### src/rtl/doorbell_pkg.sv
package doorbell_pkg;
  localparam int unsigned REG_W  = 32;
  localparam int unsigned STRB_W = REG_W / 8;

  typedef enum logic [2:0] {
    KIND_NONE,
    KIND_STAT,
    KIND_SET,
    KIND_CLR,
    KIND_ID
  } reg_kind_e;

  typedef struct packed {
    reg_kind_e kind;
    logic      cpu;
  } reg_sel_t;

  // Constant identification words at the top of the 4 KB window.
  function automatic logic [7:0] id_byte(input logic [11:0] off);
    case (off)
      12'hFD0: id_byte = 8'h04;
      12'hFE0: id_byte = 8'h56;
      12'hFE4: id_byte = 8'hB8;
      12'hFE8: id_byte = 8'h0B;
      12'hFEC: id_byte = 8'h00;
      12'hFF0: id_byte = 8'h0D;
      12'hFF4: id_byte = 8'hF0;
      12'hFF8: id_byte = 8'h05;
      12'hFFC: id_byte = 8'hB1;
      default: id_byte = 8'h00;
    endcase
  endfunction
endpackage

### src/rtl/doorbell_decode.sv
module doorbell_decode
  import doorbell_pkg::*;
#(
  parameter int unsigned ADDR_W    = 12,
  parameter bit          DUAL_CORE = 1'b1
) (
  input  logic [ADDR_W-1:0] paddr,
  output reg_sel_t          sel
);
  localparam int unsigned WIN_W = 12;

  logic [WIN_W-1:0] off;
  assign off = paddr[WIN_W-1:0];

  always_comb begin
    sel.kind = KIND_NONE;
    sel.cpu  = off[4];
    if (off[1:0] == 2'b00) begin
      if (off[WIN_W-1:5] == '0) begin
        case (off[3:2])
          2'd0:    sel.kind = KIND_STAT;
          2'd1:    sel.kind = KIND_SET;
          2'd2:    sel.kind = KIND_CLR;
          default: sel.kind = KIND_NONE;
        endcase
        if (off[4] && !DUAL_CORE) sel.kind = KIND_NONE;
      end else if (off >= 12'hFD0) begin
        sel.kind = KIND_ID;
      end
    end
  end
endmodule

### src/rtl/doorbell_event_bank.sv
module doorbell_event_bank #(
  parameter int unsigned NUM_EVT = 4
) (
  input  logic               clk,
  input  logic               rst,
  input  logic               set_we,
  input  logic               clr_we,
  input  logic [NUM_EVT-1:0] wmask,
  output logic [NUM_EVT-1:0] status,
  output logic               irq
);
  logic [NUM_EVT-1:0] status_n;

  always_comb begin
    status_n = status;
    if (set_we) status_n = status_n | wmask;
    if (clr_we) status_n = status_n & ~wmask;
  end

  always_ff @(posedge clk) begin
    if (rst) begin
      status <= '0;
      irq    <= 1'b0;
    end else begin
      status <= status_n;
      irq    <= |status_n;
    end
  end

  assert_set_bits_R2: assert property (@(posedge clk) disable iff (rst)
    set_we |=> ((status & $past(wmask)) == $past(wmask)));

  assert_clr_bits_R3: assert property (@(posedge clk) disable iff (rst)
    clr_we |=> ((status & $past(wmask)) == '0));

  assert_irq_level_R4: assert property (@(posedge clk) disable iff (rst)
    irq == (status != '0));
endmodule

### src/rtl/doorbell_unit.sv
module doorbell_unit
  import doorbell_pkg::*;
#(
  parameter int unsigned ADDR_W    = 12,
  parameter int unsigned NUM_EVT   = 4,
  parameter bit          DUAL_CORE = 1'b1
) (
  input  logic              clk,
  input  logic              rst,
  input  logic              psel,
  input  logic              penable,
  input  logic              pwrite,
  input  logic [ADDR_W-1:0] paddr,
  input  logic [REG_W-1:0]  pwdata,
  input  logic [STRB_W-1:0] pstrb,
  output logic [REG_W-1:0]  prdata,
  output logic              pready,
  output logic              pslverr,
  output logic [1:0]        irq
);
  localparam int unsigned NUM_CPU = 2;

  reg_sel_t                        sel;
  logic                            wr_ok;
  logic [NUM_CPU-1:0][NUM_EVT-1:0] stat_all;

  doorbell_decode #(.ADDR_W(ADDR_W), .DUAL_CORE(DUAL_CORE)) u_decode (
    .paddr (paddr),
    .sel   (sel)
  );

  assign wr_ok = psel && penable && pwrite && (&pstrb);

  for (genvar c = 0; c < NUM_CPU; c++) begin : g_cpu
    if (c == 0 || DUAL_CORE) begin : g_bank
      logic set_we, clr_we;
      assign set_we = wr_ok && (sel.kind == KIND_SET) && (sel.cpu == 1'(c));
      assign clr_we = wr_ok && (sel.kind == KIND_CLR) && (sel.cpu == 1'(c));
      doorbell_event_bank #(.NUM_EVT(NUM_EVT)) u_bank (
        .clk    (clk),
        .rst    (rst),
        .set_we (set_we),
        .clr_we (clr_we),
        .wmask  (pwdata[NUM_EVT-1:0]),
        .status (stat_all[c]),
        .irq    (irq[c])
      );
    end else begin : g_absent
      assign stat_all[c] = '0;
      assign irq[c]      = 1'b0;
    end
  end

  // Read data is captured in the setup phase so it is valid for the whole access phase.
  logic [REG_W-1:0] rd_n;
  always_comb begin
    rd_n = '0;
    case (sel.kind)
      KIND_STAT: rd_n[NUM_EVT-1:0] = stat_all[sel.cpu];
      KIND_ID:   rd_n[7:0]         = id_byte(paddr[11:0]);
      default:   rd_n              = '0;
    endcase
  end

  always_ff @(posedge clk) begin
    if (rst)                                prdata <= '0;
    else if (psel && !penable && !pwrite)   prdata <= rd_n;
  end

  assign pready  = 1'b1;
  assign pslverr = 1'b0;

  assert_subword_ignored_R6: assert property (@(posedge clk) disable iff (rst)
    (psel && penable && pwrite && !(&pstrb)) |=> $stable(stat_all));

  assert_rsvd_reads_zero_R9: assert property (@(posedge clk) disable iff (rst)
    (psel && !penable && !pwrite && sel.kind == KIND_NONE) |=> (prdata == '0));

  assert_inert_write_R9: assert property (@(posedge clk) disable iff (rst)
    (psel && penable && pwrite && (sel.kind == KIND_STAT || sel.kind == KIND_ID
      || sel.kind == KIND_NONE)) |=> $stable(stat_all));
endmodule

### config.mk
export PLATFORM = sky130hd
export DESIGN_NAME = doorbell_unit
export DESIGN_NICKNAME = d
export VERILOG_FILES = /design/src/rtl/doorbell_pkg.sv /design/src/rtl/doorbell_decode.sv /design/src/rtl/doorbell_event_bank.sv /design/src/rtl/doorbell_unit.sv
export SDC_FILE = /design/constraint.sdc
export NUM_CORES = 1
export LEC_CHECK = 0
export ABC_AREA = 0
export BUFFER_PORTS_ARGS = -buffer_cell sky130_fd_sc_hd__buf_2
export CAP_MARGIN = 10
export CORE_MARGIN = 10
export CORE_UTILIZATION = 26
export CTS_CLUSTER_DIAMETER = 60
export DETAILED_ROUTE_END_ITERATION = 7
export PLACE_DENSITY = 0.66
export SYNTH_ARGS = -nofsm -noshare
export SYNTH_HDL_FRONTEND = slang
export SYNTH_HIERARCHICAL = 1
export SYNTH_SLANG_ARGS = --single-unit
### constraint.sdc
create_clock -name clk -period 2 [get_ports clk]
set_clock_uncertainty 0.05 [all_clocks]
set_input_delay 0 -clock clk [delete_from_list [all_inputs] [get_ports clk]]
set_output_delay 0 -clock clk [all_outputs]
set_load 0.05 [all_outputs]
==> summary.md, run 1 <==
| Metric | Value |
|---|---|
| Status | finished clean |
| Layout area overhead | 26.4% |
| Maximum fanout along the worst path | 3 |
| Max VDD drop | 0.189 mV |
| WP data arrival | 2.00 ns |
| Post-synth top area cell | dfxtp_1 |
| Compound-Gate Fraction of Synth Area | 18.4% |
| Die area | 0.00839 mm2 |
| Average via count per standard cell | 4.47 |
| DIE WIDTH | 91.6 um |
| Max incr delay on CP | 0.33 ns |
| CTS tree | yes |
| Async SR Flop Fraction | 0% |
| Initial Util | 27.5% |
| Startpoint types | input pin |
| Dpl hpwl | 2850 um |
| CTS root buf | clkbuf_8 |
| Detailed-route wire length per cell | 12.5 um |
| Clk buf depth | 2 |
| Num CTS Buffers | 3 |
| Port Buffer Count | 34 |
| Deepest level of the CTS H-tree | 1 |
| Distinct cells, synth | 42 |
| Total track usage | 8.09% |
| ANT cells | 0 |
| Yosys reg bits | 17 |
| Cell Area, Synth | 0.00133 mm2 |
| Routed WL | 3440 um |
| Final ANT Viol Nets | 0 |
| Hold path start | pwdata[2] |
| Placer Congestion | 0.813 |
| Avg Inst Size Synth | 8.23 um2 |
| Leak pwr | 0.723 nW |
| CP delay by family, top | simple AND/OR/NAND/NOR gates |
| Synth Area in Adders | 3.38% |
| Core area | 0.00485 mm2 |
| Largest net degree at the start of global routing | 18 |
| Slew at the pin with the worst max-slew slack | 0.745 ns |
| Sink Count | 17 |
| Synthesized instance count | 162 |
| Synth area leaders | dfxtp_1 (26%), buf_4 (16%), a21oi_1 (4.9%) |
| Num rows | 25 |
| Buf/Inv on CP | 1 |
| CP startpoint | paddr[11] |
| Filler cells | 501 |
| Min-delay worst type | in -> reg |
| P per Cell Area | 489 mW/mm2 |
| Post-synth EDFFs | 0 |
| Critical Path Sink Type | register |
| Largest family of logic cells by synthesized area | simple AND/OR/NAND/NOR gates |
| Worst Hold Path Cells | 3 |
| Syn. warnings | 6 |
| Post-Synth XOR/XNOR Area | 1.31% |
| Tmin final | 1.86 ns |
| Critical register-to-register path startpoint | g_cpu[1].g_bank.u_bank/status[1] |
| Synth Flop Type | dfxtp_1 |
| DRC | 0 |
| Final period util | 92.9% |
| # setup viols final | 0 |
| Number of global-route vias before repair | 1246 |
| WS Path Type | in -> reg |
| Die Y-Extent | 91.6 um |
| Layout cells sized above 1 | 32.7% |
| Worst-skew pair later-pin latency | 0.25 ns |
| Post-synth top cells | buf_4 (28), dfxtp_1 (17), a21oi_1 (13), nor2_1 (13) |
| Internal reg-to-reg setup slack | 0.93 ns |
| CP cell instances | buf_6 > nor4_4 > nand2_1 > and4bb_2 > nand2_2 > nor4_4 > nor2b_4 > nor2b_4 > o21ai_1 > a221o_1 > a21oi_2 |
| Setup Total Neg Slack | 0 ns |
| R2r worst-path depth | 3 |
| Final core utilization | 34.7% |
| Worst Hold Path EP | g_cpu[1].g_bank.u_bank/status[2] |
| RSZ-0062 raised after global routing | yes |
| Seq/Total Area, Yosys | 25.5% |
| Hold Fails Final Rpt | 0 |
| Top-count cell post-synth | buf_4 |
| Via count | 1229 |
| Mux contribution to synthesized area | 3.19% |
| Synth Area in Simple Gates | 29.9% |
| DR pass1 iterations | 4 |
| Slowest-stage cell, CP | a221o_1 |
| Ports | 89 |
| Worst Path Required | 2.14 ns |
| Critical R2R Capture | g_cpu[1].g_bank.u_bank/irq |
| Initial antenna violation count | 0 |
| Global-route wire length before repair | 5680 um |
| Max_cap viols | 0 |
| Top achievable clock speed | 0.538 GHz |
| Nets | 264 |
| DR iter-0 viols | 65 |
| Clock transition at path regs | 0.06 ns |
| Slew margin rel. | 50.0% |
| Post-synth top area share | 25.5% |
| Slew Viols, Final | 0 |
| GRT overflow | 0 |
-- how the worst max path moves through the flow --
stage | slack (ns) | cells after the start | endpoint
6_report | 0.14 | 11 | g_cpu[0].g_bank.u_bank/irq
3_3_place_gp | -0.18 | 11 | g_cpu[1].g_bank.u_bank/irq
4_1_cts | 0.05 | 11 | g_cpu[1].g_bank.u_bank/irq
2_1_floorplan | 0.06 | 10 | g_cpu[0].g_bank.u_bank/irq
5_1_grt | -0.05 | 11 | g_cpu[0].g_bank.u_bank/irq
3_5_place_dp | -0.23 | 11 | g_cpu[1].g_bank.u_bank/irq
-- report_power, final --
part	internal (mW)	switching, mW	total [mW]
combinational	0.0505	0.175	0.225
sequential	0.340	0.000925	0.341
clock	0.138	0.119	0.257
total	0.529	0.294	0.824
-- sequential cells by signal (all words and copies together), names as in the netlist --
signal and count:
g_cpu.g_bank.u_bank/irq 2, g_cpu.g_bank.u_bank/status 8, prdata 7
-- tightest hold or removal path: cells and delay by family --
family,cells,cell delay (ns)
buffers and inverters,1,0.13
AOI/OAI and AO/OA,1,0.12
and+or+nand+nor,1,0.05
-- cells by family (layout without fill, tap and decap cells) --
| kind of cell | Yosys count | after routing |
|---|---|---|
| fa+ha+maj | 4 | 4 |
| simple gates | 60 | 60 |
| flops | 17 | 17 |
| other cells | 2 | 26 |
| mux | 4 | 4 |
| xor+xnor | 2 | 2 |
| buf+inv | 35 | 57 |
| compound gates | 38 | 38 |
-- what timing repair did --
action,4_1_cts,5_1_grt
endpoints found under the hold margin,4,0
setup endpoints to repair,0,2
resized for setup,0,13
setup buffers,0,1
hold buffers,2,0
-- layout by cell type (no fill, tap or decap), types with 3 or more instances in the layout --
master,n
dfxtp_1,17
nand2b_1,5
nor4_4,3
a221o_1,4
nor2_1,12
a21oi_1,13
buf_2,32
nand2_1,6
conb_1,26
and2_1,4
buf_4,13
nor3_1,7
o21ai_1,5
and3b_1,4
a22oi_1,3
o21ai_0,3
inv_1,3
clkbuf_8,3
a211oi_1,4
-- stage by stage --
step,instance area [um2],total power [mW],worst slack (ns),hold slack [ns],instances
after floorplan,1430,0.537,0.0559,0.0124,186
after global placement,1550,0.560,-0.177,0.264,268
after detailed placement,1550,0.561,-0.228,0.267,268
after CTS,1620,0.828,0.0518,0.0420,274
after global routing,1680,0.877,-0.0459,0.0391,275
final,1680,0.824,0.143,0.0499,275
-- cell type report --
type                    count  area (um2)  share of cell area [%]
clock inverters             1        5.00                   0.297
clock buffers               3        41.3                    2.45
repair buffers             49         300                    17.8
multi-input cells         134         898                    53.3
flip-flops and latches     17         340                    20.2
inverters                   4        15.0                   0.892
well taps                  67        83.8                    4.98
-- metal layers --
layer	vias up	global-route usage, %	share of wire (%)
met5	-	0	0
met4	0	3.52	1.7
met3	6	2.30	4.5
met2	31	14.9	52
met1	563	8.26	42
li1	629	-	-
Power figures use the tool's default switching activity.
==> run 2: changes to the inputs <==
--- a/config.mk
+++ b/config.mk
@@ -9,10 +9,10 @@
 export BUFFER_PORTS_ARGS = -buffer_cell sky130_fd_sc_hd__buf_2
 export CAP_MARGIN = 10
 export CORE_MARGIN = 10
-export CORE_UTILIZATION = 26
+export CORE_UTILIZATION = 38
 export CTS_CLUSTER_DIAMETER = 60
 export DETAILED_ROUTE_END_ITERATION = 7
-export PLACE_DENSITY = 0.66
+export PLACE_DENSITY = 0.87
 export SYNTH_ARGS = -nofsm -noshare
 export SYNTH_HDL_FRONTEND = slang
 export SYNTH_HIERARCHICAL = 1
==> run 2 against run 1 <==
Combinational power hardly changed. Global-route usage up 1.8 points. Sequential share of layout area increased by 0.57 points. Largest cell class unchanged. Highest routed layer unchanged. Final cell count shrank 6.5%. Count of clock-buffer cells in the layout is the same. Flip-flop and latch count unchanged. Clock power decreased by 28%. Sequential power barely moved. Hold slack worse by 0.036 ns.
==> summary.md, run 2 (synthesized netlist as in run 1, its figures left out) <==
| Metric | Value |
|---|---|
| Status | finished clean |
| Placed Area | 0.00155 mm2 |
| Num rows | 21 |
| Clock transition at path regs | 0.10 ns |
| DIE WIDTH | 79.2 um |
| Routed WL | 3510 um |
| P per Cell Area | 457 mW/mm2 |
| Min-delay worst type | in -> reg |
| Num CTS Buffers | 3 |
| Dpl hpwl | 2850 um |
| Filler cells | 341 |
| Via count | 1291 |
| Sw Pwr | 0.284 mW |
| Pwr Total | 0.748 mW |
| Internal Power | 0.464 mW |
| Most flops, register | g_cpu.g_bank.u_bank/status |
| # setup viols final | 0 |
| Placer Congestion | 0.882 |
| ANT cells | 0 |
| DRC | 0 |
| Ports | 89 |
| Worst Path Required | 2.18 ns |
| Clk buf depth | 2 |
| CTS root buf | clkbuf_4 |
| Die area | 0.00628 mm2 |
| Multi-input logic area | 885 um2 |
| Setup WS post-layout | 0.147 ns |
| Layout cells sized above 1 | 32.2% |
| WP data arrival | 2.03 ns |
| Average via count per standard cell | 5.02 |
| Initial Util | 39.6% |
| Slew margin rel. | 51.2% |
| Slew Viols, Final | 0 |
| RSZ-0062 raised after global routing | no |
| Final core utilization | 48.7% |
| Max reg flops | 8 |
| Clock power share | 24.6% |
| Total track usage | 9.94% |
| DR pass1 iterations | 4 |
| Sink Count | 17 |
| Die Y-Extent | 79.2 um |
| Logic pwr share | 29.8% |
| Final instance area | 0.00164 mm2 |
| WS Path Type | in -> reg |
| Tmin final | 1.85 ns |
| Final ANT Viol Nets | 0 |
| Detailed-route wire length per cell | 13.7 um |
| CTS tree | yes |
| Largest net degree at the start of global routing | 18 |
| Deepest level of the CTS H-tree | 1 |
| Reg area | 340 um2 |
| Regs by FF count | g_cpu.g_bank.u_bank/status: 8 flops, prdata: 7 flops, g_cpu.g_bank.u_bank/irq: 2 flops |
| Max_cap viols | 0 |
| Slew at the pin with the worst max-slew slack | 0.726 ns |
| Port Buffer Count | 34 |
| Nets | 267 |
| Setup Slack @ Placement | -0.285 ns |
| Sw Share | 38.0% |
| Initial antenna violation count | 0 |
| Top achievable clock speed | 0.540 GHz |
| Number of global-route vias before repair | 1247 |
| Global-route wire length before repair | 5350 um |
| Final period util | 92.7% |
| Startpoint types | input pin |
| Layout area overhead | 22.9% |
| Hold Fails Final Rpt | 0 |
| Maximum fanout along the worst path | 4 |
| Sequential Power Share | 45.6% |
| GRT overflow | 0 |
| Worst-skew pair later-pin latency | 0.29 ns |
| Max VDD drop | 0.178 mV |
| Core area | 0.00336 mm2 |
| Critical Path Sink Type | register |
| Leak pwr | 0.724 nW |
| Most frequent cells in the layout | buf_2 (34), conb_1 (26), dfxtp_1 (17) |
| Most common cell after layout, fill and taps aside | buf_2 |
| DR iter-0 viols | 85 |
run 2: changes by cell type in the layout (fill, tap and decap cells not counted), moves of 2 or more:
cell,previous run,this run
clkbuf_8,3,0
buf_2,32,34
buf_4,13,15
clkbuf_4,0,3
buf_6,2,0
run 2: cell type report:
cell class | instances | area share [%]
Inverter | 4 | 0.917
Clock buffer | 3 | 1.38
Clock inverter | 1 | 0.306
Timing Repair Buffer | 52 | 19.1
Sequential cell | 17 | 20.8
Multi-Input combinational cell | 134 | 54.0
Tap cell | 46 | 3.51
run 2: critical path, cell delays in order:
cell and delay, ns:
buf_2 0.11, nor4_2 0.27, nand2_1 0.11, and4bb_2 0.31
nand2_1 0.08, nor4_4 0.19, nor2b_4 0.21, nor2b_4 0.17
o21ai_1 0.08, a221o_1 0.37, a21oi_2 0.11
run 2: worst paths after layout:
path,start,end,slack (ns),depth (start not counted)
max,paddr[7],g_cpu[0].g_bank.u_bank/irq,0.15,11
min,pwdata[1],g_cpu[0].g_bank.u_bank/status[1],0.01,3
max reg2reg,g_cpu[0].g_bank.u_bank/status[1],g_cpu[0].g_bank.u_bank/irq,0.89,3
min reg2reg,prdata[4],prdata[4],0.40,2
run 2: repair_timing:
item / in CTS / in global routing
setup buffers: 0 / 0
gates resized for setup: 0 / 6
hold endpoints to repair: 6 / 0
endpoints found under the setup margin: 0 / 2
hold buffers: 3 / 0
run 2: metrics by stage:
| stage | TNS [ns] | hold slack, ns | cells |
|---|---|---|---|
| floorplan | 0 | 0.0124 | 186 |
| global placement | -0.234 | 0.257 | 250 |
| detailed placement | -0.950 | 0.261 | 250 |
| CTS | 0 | 0.00214 | 257 |
| global route | 0 | -0.000504 | 257 |
| finish | 0 | 0.0140 | 257 |
run 2: layer usage:
layer,GRT usage (%),wire length (um),share of wire [%]
met1,10.1,1320,37
met2,18.6,1860,53
met3,3.04,324,9.2
met4,3.58,19,0.54
met5,0,0,0
run 2: power groups by stage:
stage	Sequential [mW]	Clock, mW	Combinational, mW
global route	0.342	0.205	0.236
global placement	0.349	0	0.209
floorplan	0.356	0	0.181
CTS	0.341	0.187	0.216
finish	0.341	0.184	0.223
detailed placement	0.349	0	0.211
==> run 3: changes to the inputs <==
--- a/config.mk
+++ b/config.mk
@@ -13,6 +13,7 @@
 export CTS_CLUSTER_DIAMETER = 60
 export DETAILED_ROUTE_END_ITERATION = 7
 export PLACE_DENSITY = 0.87
+export RECOVER_POWER = 25
 export SYNTH_ARGS = -nofsm -noshare
 export SYNTH_HDL_FRONTEND = slang
 export SYNTH_HIERARCHICAL = 1
==> run 3 against run 2 <==
Die area is the same. Design area decreased by 0.46%. Sequential power hardly changed. Total power is 0.32% higher. Final cell count unchanged. Fmax increased by 0.12%.
==> summary.md, run 3 (synthesized netlist as in run 1, its figures left out) <==
| Metric | Value |
|---|---|
| Status | finished clean |
| CTS tree | yes |
| Core area | 0.00336 mm2 |
| ANT cells | 0 |
| Top achievable clock speed | 0.540 GHz |
| Die area | 0.00628 mm2 |
| Slew margin rel. | 50.7% |
| Critical Path Sink Type | register |
| Layout cells sized above 1 | 29.4% |
| Max incr delay on CP | 0.37 ns |
| Most frequent cells in the layout | buf_2 (28), conb_1 (26), dfxtp_1 (17) |
| Worst-skew pair later-pin latency | 0.29 ns |
| Dpl cells | 250 |
| Total track usage | 9.94% |
| P per Cell Area | 460 mW/mm2 |
| Tmin final | 1.85 ns |
| CTS root buf | clkbuf_4 |
| Global route hottest layer | met2 |
| Final period util | 92.6% |
| GR Util met1 | 10.1% |
| Ports | 89 |
| Num CTS Buffers | 3 |
| Slew at the pin with the worst max-slew slack | 0.734 ns |
| RSZ-0062 raised after global routing | no |
| Sw Share | 38.3% |
| Dpl hpwl | 2850 um |
| Slew Viols, Final | 0 |
| Port Buffer Count | 34 |
| Filler cells | 344 |
| Clock transition at path regs | 0.10 ns |
| Final ANT Viol Nets | 0 |
| GRT overflow | 0 |
| WS Path Type | in -> reg |
| Placer Congestion | 0.882 |
| Setup Slack @ Placement | -0.285 ns |
| Layout area overhead | 22.3% |
| Global routing met3 resource utilization | 3.04% |
| Routed WL | 3520 um |
| Startpoint types | input pin |
| Clk buf depth | 2 |
| Post-Layout Cell Count | 257 |
| Die Y-Extent | 79.2 um |
| Logic pwr share | 29.6% |
| Nets | 267 |
| Min-delay worst type | in -> reg |
| R2r worst-path depth | 3 |
| DIE WIDTH | 79.2 um |
| DRC | 0 |
| Hold WS | 0.00826 ns |
| Sequential Power Share | 45.5% |
| CP cell instances | buf_2 > nor4_2 > nand2_1 > and4bb_2 > nand2_1 > nor4_4 > nor2b_4 > nor2b_4 > o21ai_1 > a221o_1 > a21oi_2 |
| WP data arrival | 2.03 ns |
| Regs by FF count | g_cpu.g_bank.u_bank/status: 8 flops, prdata: 7 flops, g_cpu.g_bank.u_bank/irq: 2 flops |
| Number of global-route vias before repair | 1247 |
| Leak pwr | 0.698 nW |
| # setup viols final | 0 |
| Initial antenna violation count | 0 |
| Max VDD drop | 0.179 mV |
| Hold Fails Final Rpt | 0 |
| Internal Power | 0.463 mW |
| Global-route wire length before repair | 5350 um |
| Largest net degree at the start of global routing | 18 |
| Detailed-route wire length per cell | 13.7 um |
| Deepest level of the CTS H-tree | 1 |
| DR iter-0 viols | 85 |
| Average via count per standard cell | 4.98 |
| Sink Count | 17 |
| Worst Path Required | 2.18 ns |
| Worst Hold Path Cells | 3 |
| Via count | 1280 |
| DR pass1 iterations | 4 |
| Met2 GRT Util | 18.6% |
| Num rows | 21 |
| Slowest-stage cell, CP | a221o_1 |
| Clock power share | 24.9% |
| Sw Pwr | 0.287 mW |
| Max reg flops | 8 |
| Pwr Total | 0.750 mW |
| Max_cap viols | 0 |
| Most common cell after layout, fill and taps aside | buf_2 |
| Most flops, register | g_cpu.g_bank.u_bank/status |
| Initial Util | 39.6% |
| Setup WS post-layout | 0.149 ns |
| Maximum fanout along the worst path | 4 |
==> run 3: worst paths after layout <==
path                                     from                          endpoint  slack [ns]
min reg2reg                         prdata[4]                         prdata[4]        0.41
max                                  paddr[7]        g_cpu[0].g_bank.u_bank/irq        0.15
min                                 pwdata[1]  g_cpu[0].g_bank.u_bank/status[1]       0.008
max reg2reg  g_cpu[0].g_bank.u_bank/status[1]        g_cpu[0].g_bank.u_bank/irq        0.89
==> run 3: routing by layer <==
layer	part of all wire (%)	vias to the layer above
met3	7.9	2
li1	-	628
met4	0.54	0
met5	0	-
met2	53	48
met1	39	602
==> run 3: power groups by stage <==
| stage | clock, mW | combinational (mW) | sequential [mW] |
|---|---|---|---|
| after floorplan | 0 | 0.181 | 0.356 |
| after global placement | 0 | 0.209 | 0.349 |
| after detailed placement | 0 | 0.211 | 0.349 |
| after CTS | 0.187 | 0.216 | 0.341 |
| after global routing | 0.205 | 0.235 | 0.342 |
| final | 0.187 | 0.222 | 0.341 |
==> run 3: layout make-up <==
type / count / area, um2 / share of cell area [%]
clock buffer: 3 / 22.5 / 1.38
clock inverter: 1 / 5.00 / 0.307
inverter: 4 / 15.0 / 0.921
multi-input combinational: 134 / 885 / 54.3
sequential: 17 / 340 / 20.9
tap: 46 / 57.6 / 3.53
timing repair buffer: 52 / 305 / 18.7
==> run 3: through the flow <==
stage,instance area (um2),util (%),setup TNS (ns)
6_report,1630,48.5,0
2_1_floorplan,1430,-,0
3_5_place_dp,1550,46.1,-0.950
5_1_grt,1630,48.5,0
3_3_place_gp,1550,46.1,-0.234
4_1_cts,1610,47.8,0
==> run 3: worst max-delay path, delay by kind of cell <==
family                 cells  cell delay, ns
AO/OA/AOI/OAI              3            0.56
buffers and inverters      1            0.11
AND/OR/NAND/NOR            7            1.35
==> run 3: what timing repair did <==
item,4_1_cts,5_1_grt
endpoints found under the setup margin,0,2
resized for setup,0,6
hold endpoints to repair,6,0
buffers inserted,0,0
hold buffers,3,0
